==> src/rtl/wdt_keyed_pkg.sv <==
package wdt_keyed_pkg;
  localparam int CODE_W = 5;
  localparam int DATA_W = 8;
  localparam logic [CODE_W-1:0] CODE_PARK  = '1;
  localparam logic [CODE_W-1:0] CODE_RESET = CODE_PARK - 1'b1;
  localparam logic [3:0]        KICK_KEY   = 4'b1010;

  function automatic logic [CODE_W-1:0] eff_period(input logic [CODE_W-1:0] code);
    return (code == '0) ? CODE_W'(1) : code;
  endfunction
endpackage

==> src/rtl/wdt_keyed_sync.sv <==
module wdt_keyed_sync #(
  parameter int STAGES = 2
) (
  input  logic clk,
  input  logic rst_n,
  input  logic pin_n_i,
  output logic rst_sync_n,
  output logic pin_s,
  output logic pin_rise
);
  logic [STAGES-1:0] rst_chain;
  logic [STAGES-1:0] pin_chain;
  logic              pin_prev;

  always_ff @(posedge clk or negedge rst_n) begin
    if (!rst_n) rst_chain <= '0;
    else        rst_chain <= {rst_chain[STAGES-2:0], 1'b1};
  end
  assign rst_sync_n = rst_chain[STAGES-1];

  always_ff @(posedge clk or negedge rst_sync_n) begin
    if (!rst_sync_n) begin
      pin_chain <= '1;
      pin_prev  <= 1'b1;
    end else begin
      pin_chain <= {pin_chain[STAGES-2:0], pin_n_i};
      pin_prev  <= pin_chain[STAGES-1];
    end
  end
  assign pin_s    = pin_chain[STAGES-1];
  assign pin_rise = pin_s & ~pin_prev;
endmodule

==> src/rtl/wdt_keyed_regs.sv <==
module wdt_keyed_regs
  import wdt_keyed_pkg::*;
#(
  parameter int                ADDR_W   = 8,
  parameter logic [ADDR_W-1:0] CFG_ADDR = 8'h0A,
  parameter logic [ADDR_W-1:0] KICK_ADDR = 8'h09
) (
  input  logic              clk,
  input  logic              rst_sync_n,
  input  logic              wr_en_i,
  input  logic [ADDR_W-1:0] addr_i,
  input  logic [DATA_W-1:0] wdata_i,
  output logic [DATA_W-1:0] rdata_o,
  output logic              cfg_en,
  output logic [CODE_W-1:0] cfg_code,
  output logic              key_hit
);
  localparam int EN_BIT = DATA_W - 1;

  logic              cfg_we;
  logic              en_d;
  logic [CODE_W-1:0] code_d;

  assign cfg_we  = wr_en_i && (addr_i == CFG_ADDR);
  assign key_hit = wr_en_i && (addr_i == KICK_ADDR) && (wdata_i[3:0] == KICK_KEY);

  always_comb begin
    en_d   = cfg_en;
    code_d = cfg_code;
    if (cfg_we) begin
      en_d   = wdata_i[EN_BIT];
      code_d = wdata_i[CODE_W-1:0];
    end
  end

  always_ff @(posedge clk or negedge rst_sync_n) begin
    if (!rst_sync_n) begin
      cfg_en   <= 1'b0;
      cfg_code <= CODE_RESET;
    end else if (cfg_we) begin
      cfg_en   <= en_d;
      cfg_code <= code_d;
    end
  end

  always_comb begin
    rdata_o = '0;
    if (addr_i == CFG_ADDR) begin
      rdata_o[EN_BIT]       = cfg_en;
      rdata_o[CODE_W-1:0]   = cfg_code;
    end
  end
endmodule

==> src/rtl/wdt_keyed_counter.sv <==
module wdt_keyed_counter
  import wdt_keyed_pkg::*;
(
  input  logic              clk,
  input  logic              rst_sync_n,
  input  logic              tick_i,
  input  logic              supply_ok_i,
  input  logic              cfg_en,
  input  logic [CODE_W-1:0] cfg_code,
  input  logic              key_hit,
  input  logic              pin_s,
  input  logic              pin_rise,
  output logic [CODE_W-1:0] cnt_q,
  output logic              req_q
);
  logic [CODE_W-1:0] per_q, per_d, cnt_d;
  logic              req_d, expire, parked, step;

  assign parked = (cfg_code == CODE_PARK);
  assign step   = tick_i && supply_ok_i && !parked;

  always_comb begin
    per_d  = per_q;
    cnt_d  = cnt_q;
    expire = 1'b0;
    if (key_hit) begin
      per_d = eff_period(cfg_code);
      cnt_d = eff_period(cfg_code);
    end else if (pin_rise) begin
      cnt_d = per_q;
    end else if (step) begin
      if (cnt_q == CODE_W'(1)) begin
        cnt_d  = per_q;
        expire = 1'b1;
      end else begin
        cnt_d = cnt_q - 1'b1;
      end
    end
  end

  always_comb begin
    req_d = req_q;
    if (!supply_ok_i || !pin_s) req_d = 1'b0;
    else if (expire && cfg_en)  req_d = 1'b1;
    else if (tick_i)            req_d = 1'b0;
  end

  always_ff @(posedge clk or negedge rst_sync_n) begin
    if (!rst_sync_n) begin
      per_q <= CODE_RESET;
      cnt_q <= CODE_RESET;
      req_q <= 1'b0;
    end else begin
      per_q <= per_d;
      cnt_q <= cnt_d;
      req_q <= req_d;
    end
  end
endmodule

==> src/rtl/wdt_keyed_top.sv <==
module wdt_keyed_top
  import wdt_keyed_pkg::*;
#(
  parameter int ADDR_W      = 8,
  parameter int SYNC_STAGES = 2
) (
  input  logic              clk,
  input  logic              rst_n,
  input  logic              tick_i,
  input  logic              wr_en_i,
  input  logic [ADDR_W-1:0] addr_i,
  input  logic [DATA_W-1:0] wdata_i,
  output logic [DATA_W-1:0] rdata_o,
  input  logic              supply_ok_i,
  input  logic              rst_pin_n_i,
  output logic              wd_reset_o
);
  logic              rst_sync_n, pin_s, pin_rise;
  logic              cfg_en, key_hit;
  logic [CODE_W-1:0] cfg_code, cnt_q;

  wdt_keyed_sync #(.STAGES(SYNC_STAGES)) u_sync (
    .clk(clk), .rst_n(rst_n), .pin_n_i(rst_pin_n_i),
    .rst_sync_n(rst_sync_n), .pin_s(pin_s), .pin_rise(pin_rise)
  );

  wdt_keyed_regs #(.ADDR_W(ADDR_W)) u_regs (
    .clk(clk), .rst_sync_n(rst_sync_n), .wr_en_i(wr_en_i), .addr_i(addr_i),
    .wdata_i(wdata_i), .rdata_o(rdata_o), .cfg_en(cfg_en),
    .cfg_code(cfg_code), .key_hit(key_hit)
  );

  wdt_keyed_counter u_cnt (
    .clk(clk), .rst_sync_n(rst_sync_n), .tick_i(tick_i),
    .supply_ok_i(supply_ok_i), .cfg_en(cfg_en), .cfg_code(cfg_code),
    .key_hit(key_hit), .pin_s(pin_s), .pin_rise(pin_rise),
    .cnt_q(cnt_q), .req_q(wd_reset_o)
  );
endmodule

==> config.mk <==
export PLATFORM = sky130hd
export DESIGN_NAME = wdt_keyed_top
export DESIGN_NICKNAME = d
export VERILOG_FILES = /design/src/rtl/wdt_keyed_pkg.sv /design/src/rtl/wdt_keyed_sync.sv /design/src/rtl/wdt_keyed_regs.sv /design/src/rtl/wdt_keyed_counter.sv /design/src/rtl/wdt_keyed_top.sv
export SDC_FILE = /design/constraint.sdc
export NUM_CORES = 1
export LEC_CHECK = 0
export BUFFER_PORTS_ARGS = -buffer_cell sky130_fd_sc_hd__buf_2
export CORE_ASPECT_RATIO = 0.6
export CORE_UTILIZATION = 55
export CTS_CLUSTER_DIAMETER = 200
export DETAILED_ROUTE_END_ITERATION = 10
export GPL_TIMING_DRIVEN = 0
export PLACE_DENSITY_LB_ADDON = 0.15
export SYNTH_ARGS = -nofsm -noshare
export SYNTH_HDL_FRONTEND = slang
export SYNTH_SLANG_ARGS = --single-unit
==> constraint.sdc <==
create_clock -name clk -period 2.6 [get_ports clk]
set_input_delay 0.26 -clock clk [delete_from_list [all_inputs] [get_ports clk]]
set_output_delay 0.26 -clock clk [all_outputs]
set_load 0.05 [all_outputs]
==> flow_summary.html, run 1 <==
<table>
<tr><th>Metric</th><th>Value</th></tr>
<tr><th colspan="2">Logic synthesis</th></tr>
<tr><td>Fraction of synthesized area in multiplexers</td><td>0.0663</td></tr>
<tr><td>Leading area contributor after synthesis</td><td>sky130_fd_sc_hd__dfstp_2</td></tr>
<tr><td>Compound-gate portion of the synthesized area</td><td>0.0979</td></tr>
<tr><td>Gate Count Post-Synth</td><td>about 110</td></tr>
<tr><td>Number of storage elements in the synthesis netlist</td><td>22</td></tr>
<tr><td>Xor and xnor area share after synthesis</td><td>0.0221</td></tr>
<tr><td>Main combinational cell family by area after synthesis</td><td>simple AND/OR/NAND/NOR gates</td></tr>
<tr><td>Post-Synth Adder-Cell Area</td><td>0.0211</td></tr>
<tr><td>Most instantiated library cell after synthesis</td><td>sky130_fd_sc_hd__dfstp_2</td></tr>
<tr><td>Proportion of netlist area held by the largest area contributor</td><td>0.332</td></tr>
<tr><td>Per-instance average area after synthesis</td><td>about 11 um^2</td></tr>
<tr><td>Post-synth top flop</td><td>sky130_fd_sc_hd__dfstp_2</td></tr>
<tr><td>Total number of yosys warnings</td><td>0</td></tr>
<tr><td>Number of different library cells in the post-synthesis netlist</td><td>40</td></tr>
<tr><td>Basic-gate share of the synthesized area counting and, or, nand and nor cells</td><td>0.272</td></tr>
<tr><td>Synth top area cells</td><td>sky130_fd_sc_hd__dfstp_2 33%, sky130_fd_sc_hd__dfrtp_1 15%, sky130_fd_sc_hd__mux2_2 6.6%, sky130_fd_sc_hd__nand2_1 4.1%, sky130_fd_sc_hd__nor4_1 3.7%</td></tr>
<tr><td>Number of enable-type register cells in the synthesized netlist</td><td>0</td></tr>
<tr><td>Asr flop ratio synth</td><td>1.00</td></tr>
<tr><td>Mapped cell area</td><td>1190 um^2</td></tr>
<tr><td>Part of the Yosys area used for sequential elements</td><td>0.479</td></tr>
<tr><td>Most used standard cells in the synthesized netlist</td><td>15 x sky130_fd_sc_hd__dfstp_2, 13 x sky130_fd_sc_hd__nand2_1, 7 x sky130_fd_sc_hd__dfrtp_1, 7 x sky130_fd_sc_hd__mux2_2, 7 x sky130_fd_sc_hd__nor4_1</td></tr>
<tr><th colspan="2">Power and ir drop</th></tr>
<tr><td>Clock share of power</td><td>0.283</td></tr>
<tr><td>Part of the total power dissipated in sequential elements</td><td>0.479</td></tr>
<tr><td>Power density over cell area</td><td>686 nW/um^2</td></tr>
<tr><td>Static power due to leakage</td><td>roughly 0.64 nW</td></tr>
<tr><td>Switching power of the nets</td><td>~0.28 mW</td></tr>
<tr><td>Share of total power consumed by net switching</td><td>0.291</td></tr>
<tr><td>Cell Int Power</td><td>0.691 mW</td></tr>
<tr><td>Maximum vdd ir drop</td><td>~0.00035 V</td></tr>
<tr><td>Comb power frac</td><td>0.237</td></tr>
<tr><td>Design Power</td><td>~0.97 mW</td></tr>
<tr><th colspan="2">Min path</th></tr>
<tr><td>Type of the worst min-delay path</td><td>input pin to flip-flop</td></tr>
<tr><td>Worst hold path cell count</td><td>1</td></tr>
<tr><th colspan="2">Die</th></tr>
<tr><td>Core region area</td><td>1940 um^2</td></tr>
<tr><td>Number of primary I/O pins</td><td>31</td></tr>
<tr><td>Placement row count</td><td>12</td></tr>
<tr><td>Height of the chip</td><td>~38 um</td></tr>
<tr><td>Width of the die</td><td>about 62 um</td></tr>
<tr><td>Initial Utilization</td><td>0.614</td></tr>
<tr><td>Die ar.</td><td>around 2400 um^2</td></tr>
<tr><th colspan="2">Place</th></tr>
<tr><td>HPWL Detailed</td><td>around 2.2 mm</td></tr>
<tr><td>Post-Place Setup Slack</td><td>roughly 0.48 ns</td></tr>
<tr><td>Last weighted congestion value of the routability-driven placer</td><td>just over 0.9</td></tr>
<tr><td>Post-detailed-placement cell area</td><td>between 1000 and 1500 um^2</td></tr>
<tr><td>Port Buf Inserts</td><td>26</td></tr>
<tr><th colspan="2">STA</th></tr>
<tr><td>Final clock skew</td><td>~0.015 ns</td></tr>
<tr><td>RSZ-0062 raised after global routing</td><td>no</td></tr>
<tr><td>Number of max-slew violations in the final report</td><td>0</td></tr>
<tr><td>Worst-Margin Slew</td><td>about 0.8 ns</td></tr>
<tr><td>Total setup violations reported at the end of the flow</td><td>0</td></tr>
<tr><td>Sum Neg Setup Slack</td><td>0 ns</td></tr>
<tr><td>Final critical delay including setup and external delays</td><td>between 2 and 2.5 ns</td></tr>
<tr><td>Post-route clock period utilization</td><td>0.787</td></tr>
<tr><td>Worst-case setup margin in the final layout</td><td>~0.55 ns</td></tr>
<tr><td>F_max</td><td>just under 500 MHz</td></tr>
<tr><td>Number of endpoints with negative hold slack in the final report</td><td>0</td></tr>
<tr><td>Tightest slew margin relative to the limit</td><td>0.468</td></tr>
<tr><th colspan="2">Clock tree</th></tr>
<tr><td>CTS tree</td><td>yes</td></tr>
<tr><td>CTS HTree Levels</td><td>1</td></tr>
<tr><td>Resize count post-CTS</td><td>0</td></tr>
<tr><td>Inserted Clock Buffers</td><td>3</td></tr>
<tr><td>Clock tree sinks</td><td>22</td></tr>
<tr><td>Setup fix buffers added after clock tree synthesis</td><td>0</td></tr>
<tr><td>Buffer levels on the longest clock path</td><td>2</td></tr>
<tr><td>Number of buffers inserted for hold repair after clock tree synthesis</td><td>1</td></tr>
<tr><td>Clock latency at the later pin of the worst-skew pair</td><td>around 0.34 ns</td></tr>
<tr><td>Cell chosen for the clock root</td><td>sky130_fd_sc_hd__clkbuf_4</td></tr>
<tr><td>Clk slew on worst S/H paths</td><td>between 0.1 and 0.15 ns</td></tr>
<tr><th colspan="2">Critical path</th></tr>
<tr><td>Crit Path Max Fanout</td><td>6</td></tr>
<tr><td>Crit path required time</td><td>roughly 2.9 ns</td></tr>
<tr><td>R2r worst-path depth</td><td>5</td></tr>
<tr><td>Critical path launch point</td><td>u_cnt.cnt_q[0]</td></tr>
<tr><td>Data arrival time of the critical path</td><td>2.30 ns</td></tr>
<tr><td>Worst flop-to-flop path endpoint</td><td>u_cnt.req_q</td></tr>
<tr><td>Setup Crit Path Kind</td><td>flip-flop to flip-flop</td></tr>
<tr><td>Destination of the critical timing path</td><td>u_cnt.req_q</td></tr>
<tr><td>Worst reg2reg path startpoint</td><td>u_cnt.cnt_q[0]</td></tr>
<tr><td>Worst R2R Setup Slack</td><td>~0.55 ns</td></tr>
<tr><td>Worst Setup End Kind</td><td>flip-flop</td></tr>
<tr><td>CP Launch Type</td><td>flip-flop</td></tr>
<tr><th colspan="2">Detailed routing</th></tr>
<tr><td>Count of unresolved DRC violations after routing</td><td>0</td></tr>
<tr><td>Detail Route Antenna Nets</td><td>0</td></tr>
<tr><td>DRT Pass-1 Iters</td><td>4</td></tr>
<tr><td>Ratio of routed vias to standard cells</td><td>roughly 5.8</td></tr>
<tr><td>DRC marker count from the first detailed-route iteration</td><td>67</td></tr>
<tr><td>Total number of vias</td><td>a little under 1000</td></tr>
<tr><td>DR WL/cell</td><td>16.4 um</td></tr>
<tr><td>Wirelength, routed</td><td>roughly 2.8 mm</td></tr>
<tr><th colspan="2">GRT</th></tr>
<tr><td>First-pass GRT wire length</td><td>4.53 mm</td></tr>
<tr><td>Aggregate global-route resource usage</td><td>0.287</td></tr>
<tr><td>Number of antenna violations at the first check in global routing</td><td>0</td></tr>
<tr><td>Vias in the first global route</td><td>926</td></tr>
<tr><td>Global-route congestion overflow total</td><td>0</td></tr>
<tr><td>Maximum number of pins on one net before global-route repair</td><td>21</td></tr>
<tr><th colspan="2">Layout</th></tr>
<tr><td>Final core utilization</td><td>0.733</td></tr>
<tr><td>Share of cells above drive strength 1</td><td>0.454</td></tr>
<tr><td>Number of nets in the layout</td><td>between 150 and 200</td></tr>
<tr><td>Area taken by multi-input logic gates</td><td>~580 um^2</td></tr>
<tr><td>Inserted Diodes</td><td>0</td></tr>
<tr><td>Area growth from synthesis to layout</td><td>19.5%</td></tr>
<tr><td>Register area</td><td>about 570 um^2</td></tr>
<tr><td>Total non-filler cell area in the finished layout</td><td>about 1400 um^2</td></tr>
<tr><td>Number of fill cells</td><td>145</td></tr>
<tr><th colspan="2">Run status</th></tr>
<tr><td>Run status</td><td>complete, no violations</td></tr>
<tr><th colspan="2">Job</th></tr>
<tr><td>Max-cap violations</td><td>0</td></tr>
</table>
registers in the layout, summed over array words and instances, names as in the netlist:
register,cells
u_cnt.cnt_q,5
u_cnt.per_q,5
u_regs.cfg_code,5
u_sync.pin_chain,2
u_sync.rst_chain,2
u_cnt.req_q,1
u_regs.cfg_en,1
u_sync.pin_prev,1
worst max-delay path, stage by stage, from the launching register on:
cell and delay, ns:
sky130_fd_sc_hd__dfrtp_1 0.48, sky130_fd_sc_hd__ha_1 0.20, sky130_fd_sc_hd__or4b_2 0.66, sky130_fd_sc_hd__nor3_1 0.24, sky130_fd_sc_hd__o2111ai_1 0.18, sky130_fd_sc_hd__a21oi_1 0.19
layout by cell type, fill, tap and decap left out, types with 6 or more instances in the layout:
cell type / netlist / routed
sky130_fd_sc_hd__and2_1: 6 / 6
sky130_fd_sc_hd__buf_2: 1 / 27
sky130_fd_sc_hd__nand2_1: 13 / 13
sky130_fd_sc_hd__dfstp_2: 15 / 15
sky130_fd_sc_hd__mux2_2: 7 / 7
sky130_fd_sc_hd__nor4_1: 7 / 7
sky130_fd_sc_hd__dfrtp_1: 7 / 7
routing by layer:
layer | up-vias | track usage | share of wire
met3 | 5 | 0.0709 | 0.052
li1 | 461 | - | -
met5 | - | 0 | 0
met1 | 479 | 0.390 | 0.47
met4 | 0 | 0.100 | 0.013
met2 | 38 | 0.447 | 0.47
metrics by stage:
step / cells / hold slack (ns)
6_report: 169 / 0.0188
5_1_grt: 169 / 0.00266
4_1_cts: 169 / 0.00916
3_5_place_dp: 164 / 0.0550
3_3_place_gp: 164 / 0.0436
2_1_floorplan: 110 / -0.0356
worst min path at each step:
| stage | start | to | slack (ns) |
|---|---|---|---|
| 3_3_place_gp | rst_n | u_sync.rst_chain[1] | 0.04 |
| 2_1_floorplan | rst_n | u_sync.rst_chain[0] | -0.04 |
| 3_5_place_dp | rst_n | u_sync.rst_chain[1] | 0.06 |
| 6_report | rst_pin_n_i | u_sync.pin_chain[0] | 0.02 |
| 5_1_grt | rst_pin_n_i | u_sync.pin_chain[0] | 0.003 |
| 4_1_cts | rst_pin_n_i | u_sync.pin_chain[0] | 0.009 |
cell families after synthesis:
kind of cell               Yosys count
and+or+nand+nor                     50
DFF                                 22
AOI/OAI and AO/OA                   16
muxes                                7
buffers and inverters                7
xor gates and xnor gates             3
adders and majority gates            2
other                                2
final cells by class:
type,instances,area share
clock inverter,1,0.0211
tap,28,0.0247
timing repair buffer,27,0.0987
multi-input combinational,81,0.409
sequential,22,0.401
inverter,2,0.00529
clock buffer,3,0.0159
buffer,5,0.0247
power groups by stage:
stage / sequential (mW) / clock, mW / combinational (mW)
5_1_grt: 0.476 / 0.289 / 0.253
2_1_floorplan: 0.454 / 0 / 0.177
3_5_place_dp: 0.472 / 0 / 0.226
4_1_cts: 0.466 / 0.278 / 0.230
6_report: 0.467 / 0.276 / 0.231
3_3_place_gp: 0.467 / 0 / 0.216
(Power assumes the default switching activity.)
==> inputs of run 2 (changes only) <==
--- a/config.mk
+++ b/config.mk
@@ -7,7 +7,7 @@
 export LEC_CHECK = 0
 export BUFFER_PORTS_ARGS = -buffer_cell sky130_fd_sc_hd__buf_2
 export CORE_ASPECT_RATIO = 0.6
-export CORE_UTILIZATION = 55
+export CORE_UTILIZATION = 51
 export CTS_CLUSTER_DIAMETER = 200
 export DETAILED_ROUTE_END_ITERATION = 10
 export GPL_TIMING_DRIVEN = 0
==> constraint.sdc (replaced) <==
create_clock -name clk -period 2.06 [get_ports clk]
set_input_delay 0.206 -clock clk [delete_from_list [all_inputs] [get_ports clk]]
set_output_delay 0.206 -clock clk [all_outputs]
set_load 0.05 [all_outputs]
==> flow_summary.html, run 2 (synthesis gave the netlist of run 1 again) <==
<table>
<tr><th>Metric</th><th>Value</th></tr>
<tr><th colspan="2">Critical path</th></tr>
<tr><td>R2r worst-path depth</td><td>5 (unchanged)</td></tr>
<tr><td>Worst flop-to-flop path endpoint</td><td>u_cnt.req_q</td></tr>
<tr><td>Data arrival time of the critical path</td><td>2.14 ns (-0.16 ns)</td></tr>
<tr><td>Crit path required time</td><td>2.25 ns (-0.60 ns)</td></tr>
<tr><td>Destination of the critical timing path</td><td>u_cnt.req_q</td></tr>
<tr><td>CP Launch Type</td><td>flip-flop</td></tr>
<tr><td>Worst reg2reg path startpoint</td><td>u_cnt.cnt_q[0]</td></tr>
<tr><td>Crit Path Max Fanout</td><td>6 (unchanged)</td></tr>
<tr><td>Setup Crit Path Kind</td><td>flip-flop to flip-flop</td></tr>
<tr><td>Worst Setup End Kind</td><td>flip-flop</td></tr>
<tr><td>Critical path launch point</td><td>u_cnt.cnt_q[0]</td></tr>
<tr><td>Worst R2R Setup Slack</td><td>0.10 ns (-0.45 ns)</td></tr>
<tr><th colspan="2">GRT</th></tr>
<tr><td>Maximum number of pins on one net before global-route repair</td><td>21 (unchanged)</td></tr>
<tr><td>First-pass GRT wire length</td><td>4.12 mm (-9.1%)</td></tr>
<tr><td>Global-route congestion overflow total</td><td>0 (unchanged)</td></tr>
<tr><td>Number of antenna violations at the first check in global routing</td><td>0 (unchanged)</td></tr>
<tr><td>Vias in the first global route</td><td>838 (-9.5%)</td></tr>
<tr><td>Aggregate global-route resource usage</td><td>0.227 (-0.0605)</td></tr>
<tr><th colspan="2">Clock tree</th></tr>
<tr><td>Cell chosen for the clock root</td><td>sky130_fd_sc_hd__clkbuf_8</td></tr>
<tr><td>Buffer levels on the longest clock path</td><td>2 (unchanged)</td></tr>
<tr><td>Clock latency at the later pin of the worst-skew pair</td><td>0.26 ns (-0.08 ns)</td></tr>
<tr><td>Clk slew on worst S/H paths</td><td>0.08 ns (-0.06 ns)</td></tr>
<tr><td>Inserted Clock Buffers</td><td>3 (unchanged)</td></tr>
<tr><td>CTS HTree Levels</td><td>1 (unchanged)</td></tr>
<tr><td>Clock tree sinks</td><td>22 (unchanged)</td></tr>
<tr><td>CTS tree</td><td>yes</td></tr>
<tr><td>Setup fix buffers added after clock tree synthesis</td><td>0 (unchanged)</td></tr>
<tr><th colspan="2">Power and ir drop</th></tr>
<tr><td>Design Power</td><td>1.29 mW (+33%)</td></tr>
<tr><td>Maximum vdd ir drop</td><td>0.000528 V (+51%)</td></tr>
<tr><td>Power density over cell area</td><td>893 nW/um^2 (+30%)</td></tr>
<tr><td>Static power due to leakage</td><td>0.649 nW (+1.3%)</td></tr>
<tr><th colspan="2">Layout</th></tr>
<tr><td>Area growth from synthesis to layout</td><td>21.8%</td></tr>
<tr><td>Inserted Diodes</td><td>0 (unchanged)</td></tr>
<tr><td>Number of fill cells</td><td>177 (+22%)</td></tr>
<tr><td>Final std cells w/o fill</td><td>171 (+1.2%)</td></tr>
<tr><td>Commonest non-fill, non-tap cell in the layout</td><td>sky130_fd_sc_hd__buf_2</td></tr>
<tr><td>Number of nets in the layout</td><td>166 (unchanged)</td></tr>
<tr><td>Final core utilization</td><td>0.664 (-0.0690)</td></tr>
<tr><td>Total non-filler cell area in the finished layout</td><td>1450 um^2 (+1.9%)</td></tr>
<tr><td>Commonest cells after routing, fill and taps aside</td><td>27 x sky130_fd_sc_hd__buf_2, 15 x sky130_fd_sc_hd__dfstp_2, 13 x sky130_fd_sc_hd__nand2_1</td></tr>
<tr><td>Biggest regs</td><td>u_cnt.cnt_q: 5 flops, u_cnt.per_q: 5 flops, u_regs.cfg_code: 5 flops</td></tr>
<tr><td>Share of cells above drive strength 1</td><td>0.461 (+0.00709)</td></tr>
<tr><th colspan="2">Die</th></tr>
<tr><td>Core region area</td><td>2180 um^2 (+13%)</td></tr>
<tr><td>Number of primary I/O pins</td><td>31 (unchanged)</td></tr>
<tr><td>Width of the die</td><td>64.3 um (+3.7%)</td></tr>
<tr><td>Placement row count</td><td>13 (+1)</td></tr>
<tr><td>Height of the chip</td><td>39.4 um (+3.6%)</td></tr>
<tr><td>Die ar.</td><td>2530 um^2 (+7.5%)</td></tr>
<tr><td>Initial Utilization</td><td>0.545 (-0.0683)</td></tr>
<tr><th colspan="2">Place</th></tr>
<tr><td>HPWL Detailed</td><td>2.02 mm (-6.1%)</td></tr>
<tr><td>Number of placed cells counting well taps</td><td>166 (+1.2%)</td></tr>
<tr><td>Last weighted congestion value of the routability-driven placer</td><td>0.916 (-1.1%)</td></tr>
<tr><td>Post-detailed-placement cell area</td><td>1360 um^2 (+0.18%)</td></tr>
<tr><td>Port Buf Inserts</td><td>26 (unchanged)</td></tr>
<tr><td>Post-Place Setup Slack</td><td>0.00391 ns (-0.477 ns)</td></tr>
<tr><th colspan="2">Detailed routing</th></tr>
<tr><td>DRC marker count from the first detailed-route iteration</td><td>37 (-45%)</td></tr>
<tr><td>Wirelength, routed</td><td>2.69 mm (-2.8%)</td></tr>
<tr><td>Detail Route Antenna Nets</td><td>0 (unchanged)</td></tr>
<tr><td>DR WL/cell</td><td>15.7 um (-4.0%)</td></tr>
<tr><td>DRT Pass-1 Iters</td><td>5 (+1)</td></tr>
<tr><td>Count of unresolved DRC violations after routing</td><td>0 (unchanged)</td></tr>
<tr><td>Ratio of routed vias to standard cells</td><td>5.80 (-0.26%)</td></tr>
<tr><td>Total number of vias</td><td>992 (+0.92%)</td></tr>
<tr><th colspan="2">STA</th></tr>
<tr><td>Worst-case setup margin in the final layout</td><td>0.105 ns (-0.449 ns)</td></tr>
<tr><td>Number of endpoints with negative hold slack in the final report</td><td>0 (unchanged)</td></tr>
<tr><td>Number of max-slew violations in the final report</td><td>0 (unchanged)</td></tr>
<tr><td>Total setup violations reported at the end of the flow</td><td>0 (unchanged)</td></tr>
<tr><td>Final clock skew</td><td>0.00211 ns (-0.0132 ns)</td></tr>
<tr><td>Final critical delay including setup and external delays</td><td>1.96 ns (-0.0914 ns)</td></tr>
<tr><td>Worst-Margin Slew</td><td>0.761 ns (-0.0376 ns)</td></tr>
<tr><td>Tightest slew margin relative to the limit</td><td>0.493 (+0.0251)</td></tr>
<tr><td>Post-route clock period utilization</td><td>0.949 (+0.162)</td></tr>
<tr><td>RSZ-0062 raised after global routing</td><td>no</td></tr>
<tr><td>F_max</td><td>511 MHz (+4.7%)</td></tr>
<tr><th colspan="2">Job</th></tr>
<tr><td>Max-cap violations</td><td>0 (unchanged)</td></tr>
<tr><th colspan="2">Min path</th></tr>
<tr><td>Type of the worst min-delay path</td><td>input pin to flip-flop</td></tr>
<tr><th colspan="2">Run status</th></tr>
<tr><td>Run status</td><td>complete, no violations</td></tr>
</table>
## run 2: changes by cell type in the layout (fill, tap and decap cells not counted)
cell / change
sky130_fd_sc_hd__clkbuf_8: +3
sky130_fd_sc_hd__nor4b_2: +1
sky130_fd_sc_hd__nor4b_1: -1
sky130_fd_sc_hd__clkbuf_4: -3
## run 2: per-layer routing
layer / GRT usage / share of wire / up-vias / routed length (um)
met5: 0 / 0 / - / 0
met4: 0.0333 / 0.0022 / 0 / 6
met3: 0.0523 / 0.074 / 2 / 199
met2: 0.361 / 0.47 / 46 / 1270
met1: 0.321 / 0.45 / 484 / 1220
li1: - / - / 460 / -
## run 2: layout make-up
class                   count  area [um^2]  area share
clock buffers               3         41.3      0.0285
multi-input cells          81          587       0.405
flip-flops and latches     22          569       0.393
inverters                   2         7.51     0.00519
well taps                  30         37.5      0.0259
repair buffers             27          140      0.0968
clock inverters             1         30.0      0.0207
plain buffers               5         35.0      0.0242
## run 2: worst min path at each step
stage	start	end	depth (start not counted)
3_5_place_dp	rst_n	u_sync.rst_chain[1]	1
3_3_place_gp	rst_n	u_sync.rst_chain[0]	1
6_report	rst_pin_n_i	u_sync.pin_chain[0]	1
5_1_grt	rst_pin_n_i	u_sync.pin_chain[0]	1
2_1_floorplan	rst_n	u_sync.rst_chain[0]	0
4_1_cts	rst_pin_n_i	u_sync.pin_chain[0]	1
## run 2: report_power, final
part / total, mW / internal [mW] / leakage, nW / switching [mW]
clock: 0.406 / 0.260 / 0.0357 / 0.147
combinational: 0.293 / 0.160 / 0.366 / 0.133
sequential: 0.593 / 0.516 / 0.247 / 0.0774
total: 1.29 / 0.935 / 0.649 / 0.357
## run 2: critical path: stages, from the launching register on
cell                        delay (ns)
sky130_fd_sc_hd__dfrtp_1          0.46
sky130_fd_sc_hd__ha_1             0.20
sky130_fd_sc_hd__or4b_2           0.67
sky130_fd_sc_hd__nor3_1           0.24
sky130_fd_sc_hd__o2111ai_1        0.15
sky130_fd_sc_hd__a21oi_1          0.16
## run 2: per-stage QoR
stage | setup TNS [ns] | hold WS (ns)
2_1_floorplan | 0 | -0.0896
3_3_place_gp | -0.00115 | -0.00910
3_5_place_dp | 0 | -0.00716
4_1_cts | 0 | 0.0315
5_1_grt | 0 | 0.0224
6_report | 0 | 0.0345
## run 2: repair_timing
action                                  in CTS  in global routing
endpoints found under the setup margin       0                  3
hold buffers                                 1                  0
endpoints found under the hold margin        2                  0
gates resized for setup                      0                  1
